--- src/rtl/prbs_ts_pkg.sv ---
package prbs_ts_pkg;
    localparam int LFSR_W = 15;
    localparam int TAP_A  = 14;
    localparam int TAP_B  = 13;

    typedef enum logic [1:0] {
        MODE_OFF  = 2'b00,
        MODE_UNFR = 2'b01,
        MODE_OCT  = 2'b10,
        MODE_SEPT = 2'b11
    } prbs_mode_e;

    typedef enum logic [1:0] {
        ST_OFF  = 2'b00,
        ST_HUNT = 2'b01,
        ST_LOCK = 2'b10
    } det_state_e;
endpackage

--- src/rtl/prbs_slot_sel.sv ---
module prbs_slot_sel
    import prbs_ts_pkg::*;
#(
    parameter int NUM_TS  = 32,
    parameter int TS_BITS = 8
) (
    input  logic              clk,
    input  logic              rst_n,
    input  logic              frame_sync,
    input  prbs_mode_e        mode,
    input  logic [NUM_TS-1:0] ts_mask,
    output logic              sel
);
    localparam int FRAME_BITS = NUM_TS * TS_BITS;
    localparam int POS_W      = $clog2(FRAME_BITS);
    localparam int BIT_W      = $clog2(TS_BITS);
    localparam int TSI_W      = $clog2(NUM_TS);

    logic [POS_W-1:0] pos_q, pos_cur;
    logic [TSI_W-1:0] ts_idx;
    logic [BIT_W-1:0] bit_idx;

    // position of the bit on the wires this cycle; TS_BITS is a power of two
    assign pos_cur = frame_sync ? '0 : pos_q;
    assign ts_idx  = TSI_W'(pos_cur >> BIT_W);
    assign bit_idx = pos_cur[BIT_W-1:0];

    always_ff @(posedge clk or negedge rst_n) begin
        if (!rst_n)
            pos_q <= '0;
        else if (pos_cur == POS_W'(FRAME_BITS - 1))
            pos_q <= '0;
        else
            pos_q <= pos_cur + 1'b1;
    end

    always_comb begin
        unique case (mode)
            MODE_OFF:  sel = 1'b0;
            MODE_UNFR: sel = 1'b1;
            MODE_OCT:  sel = ts_mask[ts_idx];
            MODE_SEPT: sel = ts_mask[ts_idx] && (bit_idx != BIT_W'(TS_BITS - 1));
            default:   sel = 1'b0;
        endcase
    end
endmodule

--- src/rtl/prbs_gen.sv ---
module prbs_gen
    import prbs_ts_pkg::*;
(
    input  logic clk,
    input  logic rst_n,
    input  logic adv,
    output logic pat_bit
);
    logic [LFSR_W-1:0] lfsr_q;

    assign pat_bit = lfsr_q[TAP_A] ^ lfsr_q[TAP_B];

    always_ff @(posedge clk or negedge rst_n) begin
        if (!rst_n)
            lfsr_q <= '1;
        else if (adv)
            lfsr_q <= {lfsr_q[LFSR_W-2:0], pat_bit};
    end
endmodule

--- src/rtl/prbs_chk.sv ---
module prbs_chk
    import prbs_ts_pkg::*;
#(
    parameter int CNT_W     = 16,
    parameter int SYNC_RUN  = 32,
    parameter int LOSS_ERRS = 6,
    parameter int LOSS_WIN  = 64
) (
    input  logic             clk,
    input  logic             rst_n,
    input  logic             enable,
    input  logic             chk,
    input  logic             din,
    input  logic             err_clr,
    output logic             in_sync,
    output logic [CNT_W-1:0] err_cnt
);
    localparam int RUN_W = $clog2(SYNC_RUN + 1);
    localparam int WIN_W = $clog2(LOSS_WIN);
    localparam int WE_W  = $clog2(LOSS_ERRS + 1);

    det_state_e        state_q, state_nx;
    logic [LFSR_W-1:0] hist_q;
    logic [RUN_W-1:0]  run_q;
    logic [WIN_W-1:0]  win_q;
    logic [WE_W-1:0]   werr_q;
    logic              mis;

    // prediction from the checked history
    assign mis = (hist_q[TAP_A] ^ hist_q[TAP_B]) != din;

    // state register
    always_ff @(posedge clk or negedge rst_n) begin
        if (!rst_n) state_q <= ST_OFF;
        else        state_q <= state_nx;
    end

    // transitions: OFF->HUNT on enable, HUNT->LOCK on run, LOCK->HUNT on loss, any->OFF
    always_comb begin
        state_nx = state_q;
        unique case (state_q)
            ST_OFF:  if (enable) state_nx = ST_HUNT;
            ST_HUNT: begin
                if (!enable)
                    state_nx = ST_OFF;
                else if (chk && !mis && run_q == RUN_W'(SYNC_RUN - 1))
                    state_nx = ST_LOCK;
            end
            ST_LOCK: begin
                if (!enable)
                    state_nx = ST_OFF;
                else if (chk && mis && werr_q == WE_W'(LOSS_ERRS - 1))
                    state_nx = ST_HUNT;
            end
            default: state_nx = ST_OFF;
        endcase
    end

    // outputs and per-state counters
    always_ff @(posedge clk or negedge rst_n) begin
        if (!rst_n) begin
            hist_q  <= '0;
            run_q   <= '0;
            win_q   <= '0;
            werr_q  <= '0;
            err_cnt <= '0;
        end else begin
            if (chk)
                hist_q <= {hist_q[LFSR_W-2:0], din};

            if (state_q != ST_HUNT)
                run_q <= '0;
            else if (chk)
                run_q <= mis ? '0 : run_q + 1'b1;

            if (state_q != ST_LOCK) begin
                win_q  <= '0;
                werr_q <= '0;
            end else if (chk) begin
                if (win_q == WIN_W'(LOSS_WIN - 1)) begin
                    win_q  <= '0;
                    werr_q <= '0;
                end else begin
                    win_q  <= win_q + 1'b1;
                    werr_q <= werr_q + WE_W'(mis);
                end
            end

            if (err_clr)
                err_cnt <= '0;
            else if (state_q == ST_LOCK && chk && mis && err_cnt != '1)
                err_cnt <= err_cnt + 1'b1;
        end
    end

    assign in_sync = (state_q == ST_LOCK);
endmodule

--- src/rtl/prbs_ts_engine.sv ---
module prbs_ts_engine
    import prbs_ts_pkg::*;
#(
    parameter int NUM_TS  = 32,
    parameter int TS_BITS = 8,
    parameter int CNT_W   = 16
) (
    input  logic              clk,
    input  logic              rst_n,
    input  logic              frame_sync,
    input  logic [1:0]        mode,
    input  logic              dir,
    input  logic [NUM_TS-1:0] ts_mask,
    input  logic              err_clr,
    input  logic              tx_in,
    output logic              tx_out,
    input  logic              rx_in,
    output logic              rx_out,
    output logic              in_sync,
    output logic [CNT_W-1:0]  err_cnt
);
    prbs_mode_e mode_e;
    logic       sel, pat_bit, chk_din, active;

    assign mode_e = prbs_mode_e'(mode);
    assign active = (mode_e != MODE_OFF);

    prbs_slot_sel #(.NUM_TS(NUM_TS), .TS_BITS(TS_BITS)) slot_i (
        .clk(clk), .rst_n(rst_n), .frame_sync(frame_sync),
        .mode(mode_e), .ts_mask(ts_mask), .sel(sel)
    );

    prbs_gen gen_i (
        .clk(clk), .rst_n(rst_n), .adv(sel), .pat_bit(pat_bit)
    );

    assign tx_out  = (!dir && sel) ? pat_bit : tx_in;
    assign rx_out  = ( dir && sel) ? pat_bit : rx_in;
    assign chk_din = dir ? tx_in : rx_in;

    prbs_chk #(.CNT_W(CNT_W)) chk_i (
        .clk(clk), .rst_n(rst_n), .enable(active), .chk(sel),
        .din(chk_din), .err_clr(err_clr),
        .in_sync(in_sync), .err_cnt(err_cnt)
    );
endmodule

--- config.mk ---
export PLATFORM = sky130hd
export DESIGN_NAME = prbs_ts_engine
export DESIGN_NICKNAME = d
export VERILOG_FILES = /design/src/rtl/prbs_ts_pkg.sv /design/src/rtl/prbs_slot_sel.sv /design/src/rtl/prbs_gen.sv /design/src/rtl/prbs_chk.sv /design/src/rtl/prbs_ts_engine.sv
export SDC_FILE = /design/constraint.sdc
export NUM_CORES = 1
export LEC_CHECK = 0
export BUFFER_PORTS_ARGS = -buffer_cell sky130_fd_sc_hd__clkbuf_2
export CAP_MARGIN = 30
export CORE_ASPECT_RATIO = 2
export CORE_MARGIN = 2
export CORE_UTILIZATION = 25
export CTS_BUF_LIST = sky130_fd_sc_hd__clkbuf_2 sky130_fd_sc_hd__clkbuf_4 sky130_fd_sc_hd__clkbuf_8
export CTS_CLUSTER_DIAMETER = 40
export CTS_CLUSTER_SIZE = 8
export DETAILED_ROUTE_END_ITERATION = 10
export PLACE_DENSITY = 0.42
export SYNTH_ARGS = -nofsm -noshare
export SYNTH_HDL_FRONTEND = slang
export SYNTH_SLANG_ARGS = --single-unit
export TNS_END_PERCENT = 1
--- constraint.sdc ---
create_clock -name clk -period 2.8 [get_ports clk]
set_input_delay 0.28 -clock clk [delete_from_list [all_inputs] [get_ports clk]]
set_output_delay 0.28 -clock clk [all_outputs]
set_load 0.03 [all_outputs]
==> impl_summary.txt <==
----------------------------------------------------
[STA]
  Final WS setup ... -0.241 ns
  Worst Max-Slew Pin Slew ... between 0.9 and 1 ns
  Setup tns final ... -0.475 ns
  Fmax ... 329 MHz
  Time the worst path needs with I/O delays and setup ... 3.04 ns
  Number of max-slew violations in the final report ... 0
  Final setup violation count ... 2
  Worst setup skew after layout ... 0.0156 ns
  Worst slew slack as a fraction of its limit ... 0.373
  Final hold viol count ... 0
  Unrepaired setup endpoints after global routing ... true
  Final Cycle Share ... 1.09
  Worst hold-check slack ... 0.119 ns

[Logic synthesis]
  Number of synthesized register bits ... 71
  Proportion of synthesized chip area in sequential cells ... 0.459
  Ys Warns ... 0
  Most instantiated flip-flop cell in the synthesis netlist ... sky130_fd_sc_hd__dfrtp_1
  Share of flip-flops with an asynchronous set or reset ... 1.00
  Number of instances in the synthesized netlist ... around 380
  Count of distinct cell types in the synthesized netlist ... 55
  Net count of the mapped netlist ... 427
  Post-synthesis instance area ... approximately 3900 µm²
  Average size of a mapped cell ... 10.3 µm²
  Count of flip-flops with a built-in enable after synthesis ... 0

[Global routing]
  Total congestion overflow after global routing ... 0
  Global-route wire length before repair ... ~17000 µm
  Gr usage total ... 0.135
  Pin count of the biggest net entering global routing ... a little over 70
  Antenna violations before repair ... 0
  Via count of the first global-routing pass ... between 3000 and 4000

[Detailed routing]
  Total length of routed wires ... between 10000 and 15000 µm
  Detailed-route vias per instance ... 4.74
  Detail-routed net length per standard cell ... 16.0 µm
  Number of design-rule violations left by the first detailed-router iteration ... roughly 160
  Detailed-router iteration count before antenna repair ... 4
  Via Count ... around 3200
  Antenna violation net count after detailed routing ... 0
  Drc violations ... 0

[Clocking]
  CTS Sinks ... 71
  Clock tree root buffer cell ... sky130_fd_sc_hd__clkbuf_8
  Post-CTS clock slew at the launch and capture registers of the worst setup and hold paths ... around 0.09 ns
  H-tree level count ... 3
  Buffer levels on the longest clock path ... 2
  Total clock buffers created by CTS ... 9
  Clk Latency, worst-skew pair ... ~0.37 ns
  Clock tree from TritonCTS ... yes

[Job]
  Max-Cap Viols ... 0

[Final layout]
  Layout net count ... ~510
  Top library cells by usage in the layout, fill and taps aside ... sky130_fd_sc_hd__clkbuf_2, sky130_fd_sc_hd__dfrtp_1, sky130_fd_sc_hd__nand2_1
  End-of-flow core utilization ... 0.322
  Diode count ... 0
  Share of cells above drive strength 1 ... 0.374
  Growth of design area from synthesis to finish ... 25.8%
  Layout Cell Area excl Fill ... 4920 µm²
  Most common cell after layout, fill and taps aside ... sky130_fd_sc_hd__clkbuf_2

[Setup path]
  Worst reg2reg path depth ... 8
  Largest stage delay, worst path ... ~0.44 ns
  Critical-path maximum fanout ... 4
  Critical path arrival ... around 2.8 ns
  CP Cell Sequence ... buf_6 -> mux2_4 -> a221o_1 -> and3_4 -> o41a_1 -> and2_4 -> nand2_2 -> mux2_4 -> buf_8
  Top cell by count, worst path ... sky130_fd_sc_hd__mux2_4
  Kind of start point of the critical path ... flop
  Endpoint required time on the critical path ... 2.52 ns
  Worst setup EP type ... output port
  Cell with the biggest individual delay on the critical path ... sky130_fd_sc_hd__dfrtp_2
  Crit Path Category ... flop to output port

[Die]
  Height of the chip ... 181 µm
  Number of cell rows ... 64
  Die area ... between 15000 and 20000 µm²
  Initial Utilization ... 0.256
  Core footprint ... roughly 15000 µm²
  Width of the die ... 92.4 µm
  Number of top-level design ports ... 60

[Placed design]
  Final weighted congestion in routability-driven placement ... 0.875
  Setup WS pre-CTS ... -0.00263 ns
  Post-placement cell area ... around 4600 µm²
  Count of port buffers added during placement ... 59
  Detail Placement HPWL ... 8290 µm

[Outcome]
  Run status ... finished, violations left
  Violated checks ... setup timing

[Min path]
  Min-Delay Path Class ... input pin to async pin

[Power]
  Total leakage power ... 0.00214 µW
  VDD IR-drop max ... around 0.00023 V
  Power density relative to cell area ... 625 nW/µm²

----------------------------------------------------
-- per-stage QoR --
step                      instances  power (µW)
after detailed placement        651        2140
after global placement          651        2120
after global routing            668        3260
after CTS                       668        3130
final                           668        3080
after floorplan                 379        1890
-- metal layers --
| metal | vias up | wire length [µm] | GRT usage | share of wire |
|---|---|---|---|---|
| met5 | - | 0 | 0 | 0 |
| met4 | 0 | 375 | 0.0734 | 0.035 |
| met3 | 18 | 420 | 0.0288 | 0.039 |
| met2 | 76 | 6260 | 0.267 | 0.59 |
| met1 | 1546 | 3640 | 0.122 | 0.34 |
| li1 | 1526 | - | - | - |
-- area by class of cell --
| cell class | count | area [µm²] |
|---|---|---|
| multi-input combinational | 281 | 2020 |
| inverter | 9 | 33.8 |
| timing repair buffer | 93 | 591 |
| fill | 1611 | 10400 |
| clock buffer | 10 | 131 |
| tap | 198 | 248 |
| clock inverter | 6 | 93.8 |
| sequential | 71 | 1800 |
-- cells in the mapped netlist, types with 3 or more instances --
master / count / area share
sky130_fd_sc_hd__dfrtp_1: 56 / 0.36
sky130_fd_sc_hd__nand2_1: 41 / 0.039
sky130_fd_sc_hd__nor2_1: 34 / 0.033
sky130_fd_sc_hd__mux2_2: 27 / 0.078
sky130_fd_sc_hd__nand3_1: 18 / 0.023
sky130_fd_sc_hd__nor2b_1: 17 / 0.027
sky130_fd_sc_hd__dfstp_2: 15 / 0.10
sky130_fd_sc_hd__o21ai_0: 15 / 0.019
sky130_fd_sc_hd__mux2_1: 9 / 0.026
sky130_fd_sc_hd__nor3_1: 9 / 0.012
sky130_fd_sc_hd__a21oi_1: 8 / 0.010
sky130_fd_sc_hd__buf_2: 8 / 0.010
sky130_fd_sc_hd__nor4_1: 8 / 0.013
sky130_fd_sc_hd__ha_1: 7 / 0.022
sky130_fd_sc_hd__inv_1: 7 / 0.0067
sky130_fd_sc_hd__xor2_1: 7 / 0.016
sky130_fd_sc_hd__and3_1: 6 / 0.0096
sky130_fd_sc_hd__mux2i_1: 6 / 0.015
sky130_fd_sc_hd__nand2b_1: 6 / 0.0096
sky130_fd_sc_hd__buf_6: 5 / 0.014
sky130_fd_sc_hd__clkbuf_1: 5 / 0.0048
sky130_fd_sc_hd__nand4_1: 5 / 0.0080
sky130_fd_sc_hd__or4_1: 5 / 0.0096
sky130_fd_sc_hd__and2_1: 4 / 0.0064
sky130_fd_sc_hd__o31ai_1: 4 / 0.0077
sky130_fd_sc_hd__xnor2_1: 4 / 0.0090
sky130_fd_sc_hd__a31oi_1: 3 / 0.0048
sky130_fd_sc_hd__mux4_2: 3 / 0.017
sky130_fd_sc_hd__nand4b_1: 3 / 0.0067
sky130_fd_sc_hd__o21a_1: 3 / 0.0058
-- critical path: cells and delay by family, from the launching register on --
| family | cells | cell delay, ns |
|---|---|---|
| AO/OA/AOI/OAI | 2 | 0.70 |
| buffers and inverters | 2 | 0.26 |
| multiplexers | 2 | 0.59 |
| AND/OR/NAND/NOR | 3 | 0.40 |
| flip-flops | 1 | 0.44 |
-- registers in the layout, summed over array words and instances (netlist names) --
register	count
chk_i.err_cnt	16
chk_i.hist_q	15
gen_i.lfsr_q	15
slot_i.pos_q	8
chk_i.run_q	6
chk_i.win_q	6
chk_i.werr_q	3
chk_i.state_q	2
-- where the power goes --
group	switching [µW]	internal (µW)	total, µW
combinational	351	345	696
clock	424	517	941
sequential	118	1320	1440
total	893	2180	3080
-- cells by family after synthesis --
group                    Yosys count  synth area share
multiplexers                      47             0.144
buffers and inverters             27            0.0381
XOR/XNOR                          11            0.0246
AO/OA/AOI/OAI                     51            0.0966
adder cells (fa/ha/maj)            7            0.0224
AND/OR/NAND/NOR                  165             0.215
flip-flops                        71             0.459
-- final timing paths --
kind / from / end / slack [ns]
max in group asynchronous: rst_n / slot_i.pos_q[4] / 2.01
worst max-delay path: slot_i.pos_q[3] / rx_out / -0.24
worst max register to register: slot_i.pos_q[3] / chk_i.err_cnt[9] / 0.05
worst min register to register: gen_i.lfsr_q[12] / gen_i.lfsr_q[13] / 0.47
worst min-delay path: rst_n / chk_i.hist_q[1] / 0.12
min in group clk: frame_sync / slot_i.pos_q[3] / 0.25
-- repair_timing --
item,CTS,global route
pin swaps,4,1
hold buffers,0,0
gates resized for setup,15,8
setup endpoints to repair,2,41
setup buffers,1,0
Note: power is estimated with default switching activity, not from simulation.
